**config.mk**
```make
export PLATFORM = sky130hd
export DESIGN_NAME = cbr_target_gen
export DESIGN_NICKNAME = d
export VERILOG_FILES = /design/src/rtl/cbr_pkg.sv /design/src/rtl/cbr_disp_split.sv /design/src/rtl/cbr_word_calc.sv /design/src/rtl/cbr_target_gen.sv
export SDC_FILE = /design/constraint.sdc
export NUM_CORES = 1
export LEC_CHECK = 0
export ABC_AREA = 0
export CAP_MARGIN = 10
export CELL_PAD_IN_SITES_DETAIL_PLACEMENT = 1
export CELL_PAD_IN_SITES_GLOBAL_PLACEMENT = 1
export CORE_MARGIN = 2
export CORE_UTILIZATION = 34
export CTS_CLUSTER_SIZE = 30
export DETAILED_ROUTE_END_ITERATION = 8
export PLACE_DENSITY_LB_ADDON = 0.1
export SYNTH_ARGS = -nofsm -noshare
export SYNTH_HDL_FRONTEND = slang
export SYNTH_SLANG_ARGS = --single-unit
```
**constraint.sdc**
```tcl
create_clock -name clk -period 4.35 [get_ports clk]
set_input_delay 0.87 -clock clk [delete_from_list [all_inputs] [get_ports clk]]
set_output_delay 0.87 -clock clk [all_outputs]
set_load 0.1 [all_outputs]
```
**src/rtl/cbr_pkg.sv**
```systemverilog
package cbr_pkg;
    localparam int PTR_W   = 4;
    localparam int WORD_W  = 30;
    localparam int ADDR_W  = WORD_W + PTR_W;
    localparam int UNC_FW  = 24;
    localparam int CND_FW  = 14;

    typedef struct packed {
        logic              valid;
        logic [ADDR_W-1:0] addr;
    } cbr_state_t;
endpackage

```
**src/rtl/cbr_disp_split.sv**
```systemverilog
module cbr_disp_split #(
    parameter int FIELD_W = 24,
    parameter int PTR_W   = 4,
    parameter int UNC_W   = 24,
    parameter int CND_W   = 14,
    parameter int WORD_W  = 30
) (
    input  logic [FIELD_W-1:0] disp,
    input  logic               is_cond,
    output logic [PTR_W-1:0]   ptr,
    output logic [WORD_W-1:0]  word_off
);
    localparam int UNC_DW = UNC_W - PTR_W;
    localparam int CND_DW = CND_W - PTR_W;

    logic [UNC_DW-1:0] unc_raw;
    logic [CND_DW-1:0] cnd_raw;
    logic [WORD_W-1:0] unc_ext;
    logic [WORD_W-1:0] cnd_ext;

    assign ptr     = disp[PTR_W-1:0];
    assign unc_raw = disp[UNC_W-1:PTR_W];
    assign cnd_raw = disp[CND_W-1:PTR_W];

    // sign extension of each word displacement to the word width
    assign unc_ext = {{(WORD_W-UNC_DW){unc_raw[UNC_DW-1]}}, unc_raw};
    assign cnd_ext = {{(WORD_W-CND_DW){cnd_raw[CND_DW-1]}}, cnd_raw};

    assign word_off = is_cond ? cnd_ext : unc_ext;
endmodule

```
**src/rtl/cbr_word_calc.sv**
```systemverilog
module cbr_word_calc #(
    parameter int WORD_W = 30
) (
    input  logic [WORD_W-1:0] base_word,
    input  logic [WORD_W-1:0] word_off,
    input  logic              is_abs,
    output logic [WORD_W-1:0] word
);
    logic [WORD_W-1:0] sum;

    // modulo 2^WORD_W: carry out is dropped
    assign sum  = base_word + word_off;
    assign word = is_abs ? word_off : sum;
endmodule

```
**src/rtl/cbr_target_gen.sv**
```systemverilog
module cbr_target_gen
    import cbr_pkg::*;
#(
    parameter int P_PTR_W  = PTR_W,
    parameter int P_WORD_W = WORD_W,
    parameter int P_UNC_FW = UNC_FW,
    parameter int P_CND_FW = CND_FW,
    localparam int P_ADDR_W = P_WORD_W + P_PTR_W
) (
    input  logic                clk,
    input  logic                rst,
    input  logic                in_valid,
    input  logic                in_is_cond,
    input  logic                in_is_abs,
    input  logic [P_UNC_FW-1:0] in_disp,
    input  logic [P_ADDR_W-1:0] in_addr,
    output logic                out_valid,
    output logic [P_ADDR_W-1:0] out_addr
);
    cbr_state_t st_d, st_q;

    logic [P_PTR_W-1:0]  tgt_ptr;
    logic [P_WORD_W-1:0] tgt_off;
    logic [P_WORD_W-1:0] tgt_word;
    logic                unused_branch_ptr;

    // the branch's own bit pointer never enters the arithmetic
    assign unused_branch_ptr = ^in_addr[P_PTR_W-1:0];

    cbr_disp_split #(
        .FIELD_W (P_UNC_FW),
        .PTR_W   (P_PTR_W),
        .UNC_W   (P_UNC_FW),
        .CND_W   (P_CND_FW),
        .WORD_W  (P_WORD_W)
    ) u_split (
        .disp     (in_disp),
        .is_cond  (in_is_cond),
        .ptr      (tgt_ptr),
        .word_off (tgt_off)
    );

    cbr_word_calc #(
        .WORD_W (P_WORD_W)
    ) u_calc (
        .base_word (in_addr[P_ADDR_W-1:P_PTR_W]),
        .word_off  (tgt_off),
        .is_abs    (in_is_abs),
        .word      (tgt_word)
    );

    always_comb begin
        st_d       = st_q;
        st_d.valid = in_valid;
        if (in_valid) begin
            st_d.addr = {tgt_word, tgt_ptr};
        end
    end

    always_ff @(posedge clk) begin
        if (rst) begin
            st_q <= '0;
        end else begin
            st_q <= st_d;
        end
    end

    assign out_valid = st_q.valid;
    assign out_addr  = st_q.addr;
endmodule

```
==> results.json, run 1 <==
{
  "cp-start-kind": "input port",
  "final_cells": 636,
  "wl_per_cell_um": 17.6,
  "ctsResizeCount": 0,
  "clockBufferDepth": 2,
  "finClkSkew_ps": 0,
  "synth-compound-area-share_pct": 31.5,
  "hpwl_mm": 8.84,
  "antenna_found_initial": 0,
  "rsz0062_at_grt": "false",
  "synth-edff-count": 0,
  "critPathMostFrequentCell": "nand2_1",
  "yosys.cell_types.count": 57,
  "cts_buffers": 5,
  "synth.avg_cell_area_um2": 7.43,
  "htreeDepth": 2,
  "ys.flop_type": "dfxtp_1",
  "clockPowerShare_pct": 21.6,
  "syn_to_final_growth_pct": 37.5,
  "root_buffer": "clkbuf_8",
  "drt-initial-drc-count": 134,
  "synthSimpleGateAreaFrac_pct": 20.9,
  "drtAntennaViolNets": 0,
  "slew_headroom_pct": 32.5,
  "async_reset_ff_share_pct": 0,
  "synth_top_family_by_area": "compound AO/OA/AOI/OAI gates",
  "cts_tree": "built",
  "worst_slew_pin_slew_ps": 1010,
  "grtUsageTotal_pct": 22.5,
  "cpPeakStageDelay_ps": 520,
  "syn_nets": 525,
  "grt_overflow_total": 0,
  "dp.cells": 628,
  "hold_ws_ps": 488,
  "clk_pin_slew_worst_paths_ps": 90,
  "drive_gt1_share_pct": 6.86,
  "timing.final.hold_violations": 0,
  "ys_warn_count": 0,
  "portBuffers": 93,
  "required_ps": 4540,
  "critPathSlowestCell": "a2111oi_0",
  "grt_pass1_wl_mm": 18.5,
  "synth_area_um2": 3210,
  "ys_seq_area_share_pct": 21.8,
  "power.density_nw_per_um2": 325,
  "critPathKind": "input port to register",
  "outcome": "complete, no violations",
  "final_cell_mix": "clkdlybuf4s50_1 (92), o21ai_0 (46), nor2_1 (45)",
  "switchingPower_uw": 651,
  "slew_violations": 0,
  "firstDrtPassIters": 4,
  "cap_viol_max_count": 0,
  "cts_setup_buffers": 0,
  "synth-xor-area-share_pct": 5.73,
  "cp-end-kind": "register",
  "cts.sinks": 35,
  "p_comb_share_pct": 52.9,
  "place_area_um2": 4300,
  "arrival_ps": 3840,
  "fin_area_um2": 4410,
  "grt_max_degree": 41,
  "intPower_uw": 782,
  "max_freq_ghz": 0.274,
  "drc": 0,
  "grt_pass1_vias": 3663,
  "core_um2": 9200,
  "layout_min_cycle_time_ps": 3650,
  "p_leak_nw": 1.79,
  "postCtsHoldBufs": 0,
  "netSwitchingFraction_pct": 45.4,
  "viasPerCell": 5.55,
  "hold_path.class": "register to register",
  "worstPathMaxFanout": 10,
  "ir_worst_vdd_v": 0.000126,
  "report.power.total_mw": 1.43,
  "rrSetupSlack_ps": 3090,
  "synthesis.instances": 432,
  "num_rows": 35,
  "dieHeight_um": 101,
  "fin_crit_sh_pct": 83.9,
  "synth_fa_ha_area_share_pct": 11.9,
  "dieArea_um2": 10200,
  "ios": 98,
  "synth_mux_area_share_pct": 3.31,
  "layout_commonest_cell": "clkdlybuf4s50_1",
  "die_w_um": 101,
  "setup_tns_ps": 0,
  "wirelength_mm": 11.2,
  "setup_viol": 0,
  "seqPwrFrac_pct": 25.5,
  "gp_congestion": 0.886,
  "ys_ff_latch": 35,
  "start_util_pct": 34.9,
  "vias": 3527,
  "cp_cell_sequence": "clkdlybuf4s50_1 > nand2_1 > o21ai_0 > ha_1 > nand2_1 > nor4_4 > a2111oi_0 > a32oi_2 > buf_4 > a21oi_1 > xor2_1 > o22ai_1",
  "final_nets": 617,
  "clk_latency_ps": 290,
  "insertedDiodeCount": 0
}
final timing paths:
kind	startpoint	end	depth (start not counted)
setup / recovery	in_disp[13]	out_addr[29]$_SDFFE_PP0P_	12
setup reg to reg	out_addr[28]$_SDFFE_PP0P_	out_addr[28]$_SDFFE_PP0P_	4
hold / removal	out_addr[4]$_SDFFE_PP0P_	out_addr[4]$_SDFFE_PP0P_	2
hold reg to reg	out_addr[4]$_SDFFE_PP0P_	out_addr[4]$_SDFFE_PP0P_	2
through the flow:
stage,setup slack [ps],util [%]
2_1_floorplan,543,-
3_3_place_gp,392,46.8
5_1_grt,397,48.0
6_report,698,48.0
4_1_cts,684,48.0
3_5_place_dp,361,46.8
critical path: cells and delay by family:
kind / cells / cell delay (ps)
AOI/OAI and AO/OA: 5 / 1150
buffers and inverters: 2 / 630
and+or+nand+nor: 3 / 600
adders and majority gates: 1 / 380
xor gates and xnor gates: 1 / 190
cells by family after synthesis:
logic type	after synthesis
XOR/XNOR	21
buffers and inverters	39
flip-flops	35
adder cells (fa/ha/maj)	30
multiplexers	10
AND/OR/NAND/NOR	139
AO/OA/AOI/OAI	158
power by group through the flow:
stage	combinational [mW]	sequential, mW	clock (mW)
6_report	0.758	0.366	0.309
3_3_place_gp	0.743	0.372	0
3_5_place_dp	0.756	0.374	0
2_1_floorplan	0.317	0.585	0
5_1_grt	0.819	0.369	0.330
4_1_cts	0.760	0.366	0.317
flip-flops by register name, indices dropped and copies added, names as in the netlist:
| register | flops |
|---|---|
| out_addr | 34 |
| out_valid | 1 |
cell usage after synthesis, types with 7 or more instances:
library cell | count | share of area, %
a211oi_1 | 13 | 3.0
a21o_1 | 8 | 1.9
a21oi_1 | 41 | 6.4
clkbuf_1 | 14 | 1.6
dfxtp_1 | 35 | 22
ha_1 | 29 | 11
inv_1 | 17 | 2.0
mux2i_1 | 8 | 2.5
nand2_1 | 38 | 4.4
nand3_1 | 13 | 2.0
nor2_1 | 45 | 5.3
nor3_1 | 9 | 1.4
o211ai_1 | 8 | 1.9
o21ai_0 | 46 | 7.2
xnor2_1 | 7 | 1.9
xor2_1 | 14 | 3.8
final cells by class:
class	instances	area [µm²]
fillers	1152	4780
multi-input cells	358	2350
repair buffers	107	1040
flip-flops and latches	35	701
well taps	111	139
clock buffers	5	68.8
inverters	17	63.8
clock inverters	3	43.8
metal layers:
layer	vias to the layer above	global-route usage (%)	routed length, µm
met3	6	2.48	322
li1	1768	-	-
met2	60	39.5	5460
met4	0	3.12	70
met1	1693	30.6	5320
met5	-	0	0
Note: power is estimated with default switching activity, not from simulation.
==> inputs of run 2 (changes only) <==
clock period = 3.5 ns   (was 4.35 ns; I/O delays follow)
==> results.json, run 2 (synthesis gave the netlist of run 1 again) <==
{
  "outcome": "complete, no violations",
  "worstPathMaxFanout": 10,
  "p_leak_nw": 2.09,
  "syn_to_final_growth_pct": 50.6,
  "intPower_mw": 1.04,
  "gp_congestion": 0.945,
  "final_util_pct": 52.6,
  "critPathSlowestCell": "clkdlybuf4s50_1",
  "cts_setup_buffers": 0,
  "antenna_found_initial": 0,
  "dp.cells": 687,
  "setup_viol": 0,
  "rsz0062_at_grt": "false",
  "insertedDiodeCount": 0,
  "wirelength_mm": 11.7,
  "timing.final.hold_violations": 0,
  "dieArea_um2": 10200,
  "final_cell_mix": "clkdlybuf4s50_1 (83), buf_4 (81), nor2_1 (45)",
  "seqPwrFrac_pct": 24.2,
  "drtAntennaViolNets": 0,
  "rrSetupSlack_ps": 2190,
  "grtUsageTotal_pct": 23.0,
  "path_delay_family": "buffers and inverters",
  "clk_latency_ps": 290,
  "cts_tree": "built",
  "hpwl_mm": 9.33,
  "p_comb_share_pct": 55.1,
  "max_freq_ghz": 0.298,
  "cpPeakStageDelay_ps": 430,
  "arrival_ps": 3560,
  "nFillCells": 1189,
  "final_cells": 695,
  "wl_per_cell_um": 16.8,
  "start_util_pct": 34.9,
  "fin_crit_sh_pct": 95.8,
  "cts_buffers": 5,
  "pre_cts_ws_ps": -133,
  "critPathKind": "input port to register",
  "cp-start-kind": "input port",
  "ios": 98,
  "ir_worst_vdd_v": 0.000161,
  "worst_slew_pin_slew_ps": 1010,
  "layout_min_cycle_time_ps": 3350,
  "power.density_nw_per_um2": 389,
  "switchingPower_uw": 838,
  "worstHoldStart": "out_addr[18]$_SDFFE_PP0P_",
  "startpoint": "in_is_cond",
  "cap_viol_max_count": 0,
  "grt_overflow_total": 0,
  "dieHeight_um": 101,
  "drive_gt1_share_pct": 17.8,
  "htreeDepth": 2,
  "viasPerCell": 5.48,
  "netSwitchingFraction_pct": 44.6,
  "largest_reg_flops": 34,
  "drt-initial-drc-count": 124,
  "clockPowerShare_pct": 20.8,
  "portBuffers": 93,
  "worst_slack_ps": 146,
  "cp_cell_sequence": "clkdlybuf4s50_1 > nand2_1 > buf_12 > buf_4 > o21ai_0 > ha_1 > nand2_1 > nor4_4 > a2111oi_0 > buf_4 > a32oi_2 > nand3_1 > mux2_4 > o32ai_2",
  "slew_headroom_pct": 32.2,
  "setup_tns_ps": 0,
  "report.power.total_mw": 1.88,
  "finClkSkew_ps": 0,
  "layout_commonest_cell": "clkdlybuf4s50_1",
  "root_buffer": "clkbuf_8",
  "num_rows": 35,
  "slew_violations": 0,
  "clk_pin_slew_worst_paths_ps": 90,
  "clockBufferDepth": 2,
  "core_um2": 9200,
  "vias": 3809,
  "final_nets": 676,
  "grt_pass1_vias": 3876,
  "r2r-start": "out_addr[28]$_SDFFE_PP0P_",
  "firstDrtPassIters": 4,
  "grt_pass1_wl_mm": 18.8,
  "cts.sinks": 35,
  "grt_max_degree": 36,
  "cp-end-kind": "register",
  "die_w_um": 101,
  "required_ps": 3710,
  "hold_path.class": "register to register",
  "drc": 0,
  "timing.critical_path.buf_inv": 4
}
## run 2: tightest hold or removal path, cell delays in order, from the launching register on
cell     delay, ps
dfxtp_1        320
nor2_1          80
nor3_1          40
## run 2: layer usage
metal / vias up / GRT usage, % / wire length [µm]
met2: 97 / 40.6 / 5630
met3: 15 / 2.48 / 451
met5: - / 0 / 0
met1: 1806 / 30.5 / 5450
li1: 1891 / - / -
met4: 0 / 4.89 / 177
## run 2: layout make-up
type	instances	area, µm²	area share (%)
Clock buffer	5	68.8	1.42
Tap cell	111	139	2.87
Timing Repair Buffer	166	1460	30.3
Clock inverter	3	43.8	0.906
Inverter	17	63.8	1.32
Sequential cell	35	701	14.5
Multi-Input combinational cell	358	2360	48.7
## run 2: path summary, 6_finish.rpt
check | endpoint | cells past startpoint
max | out_addr[33]$_SDFFE_PP0P_ | 14
min | out_addr[18]$_SDFFE_PP0P_ | 2
max reg2reg | out_addr[28]$_SDFFE_PP0P_ | 4
min reg2reg | out_addr[18]$_SDFFE_PP0P_ | 2
## run 2: power groups by stage
stage | clock network, mW | registers (mW) | logic (mW)
6_report | 0.390 | 0.454 | 1.04
5_1_grt | 0.417 | 0.459 | 1.11
4_1_cts | 0.398 | 0.455 | 1.04
3_5_place_dp | 0 | 0.464 | 1.03
3_3_place_gp | 0 | 0.462 | 1.01
2_1_floorplan | 0 | 0.727 | 0.394
## run 2: metrics by stage
stage	hold WS (ps)	cell area (µm²)
after global placement	467	4720
after global routing	505	4840
after CTS	485	4830
after detailed placement	472	4720
after floorplan	847	3210
final	478	4840
## run 2: what timing repair did
item                       CTS  global route
hold endpoints to repair     0             0
resized for setup            0             2
setup endpoints to repair    0             3
hold buffers                 0             0
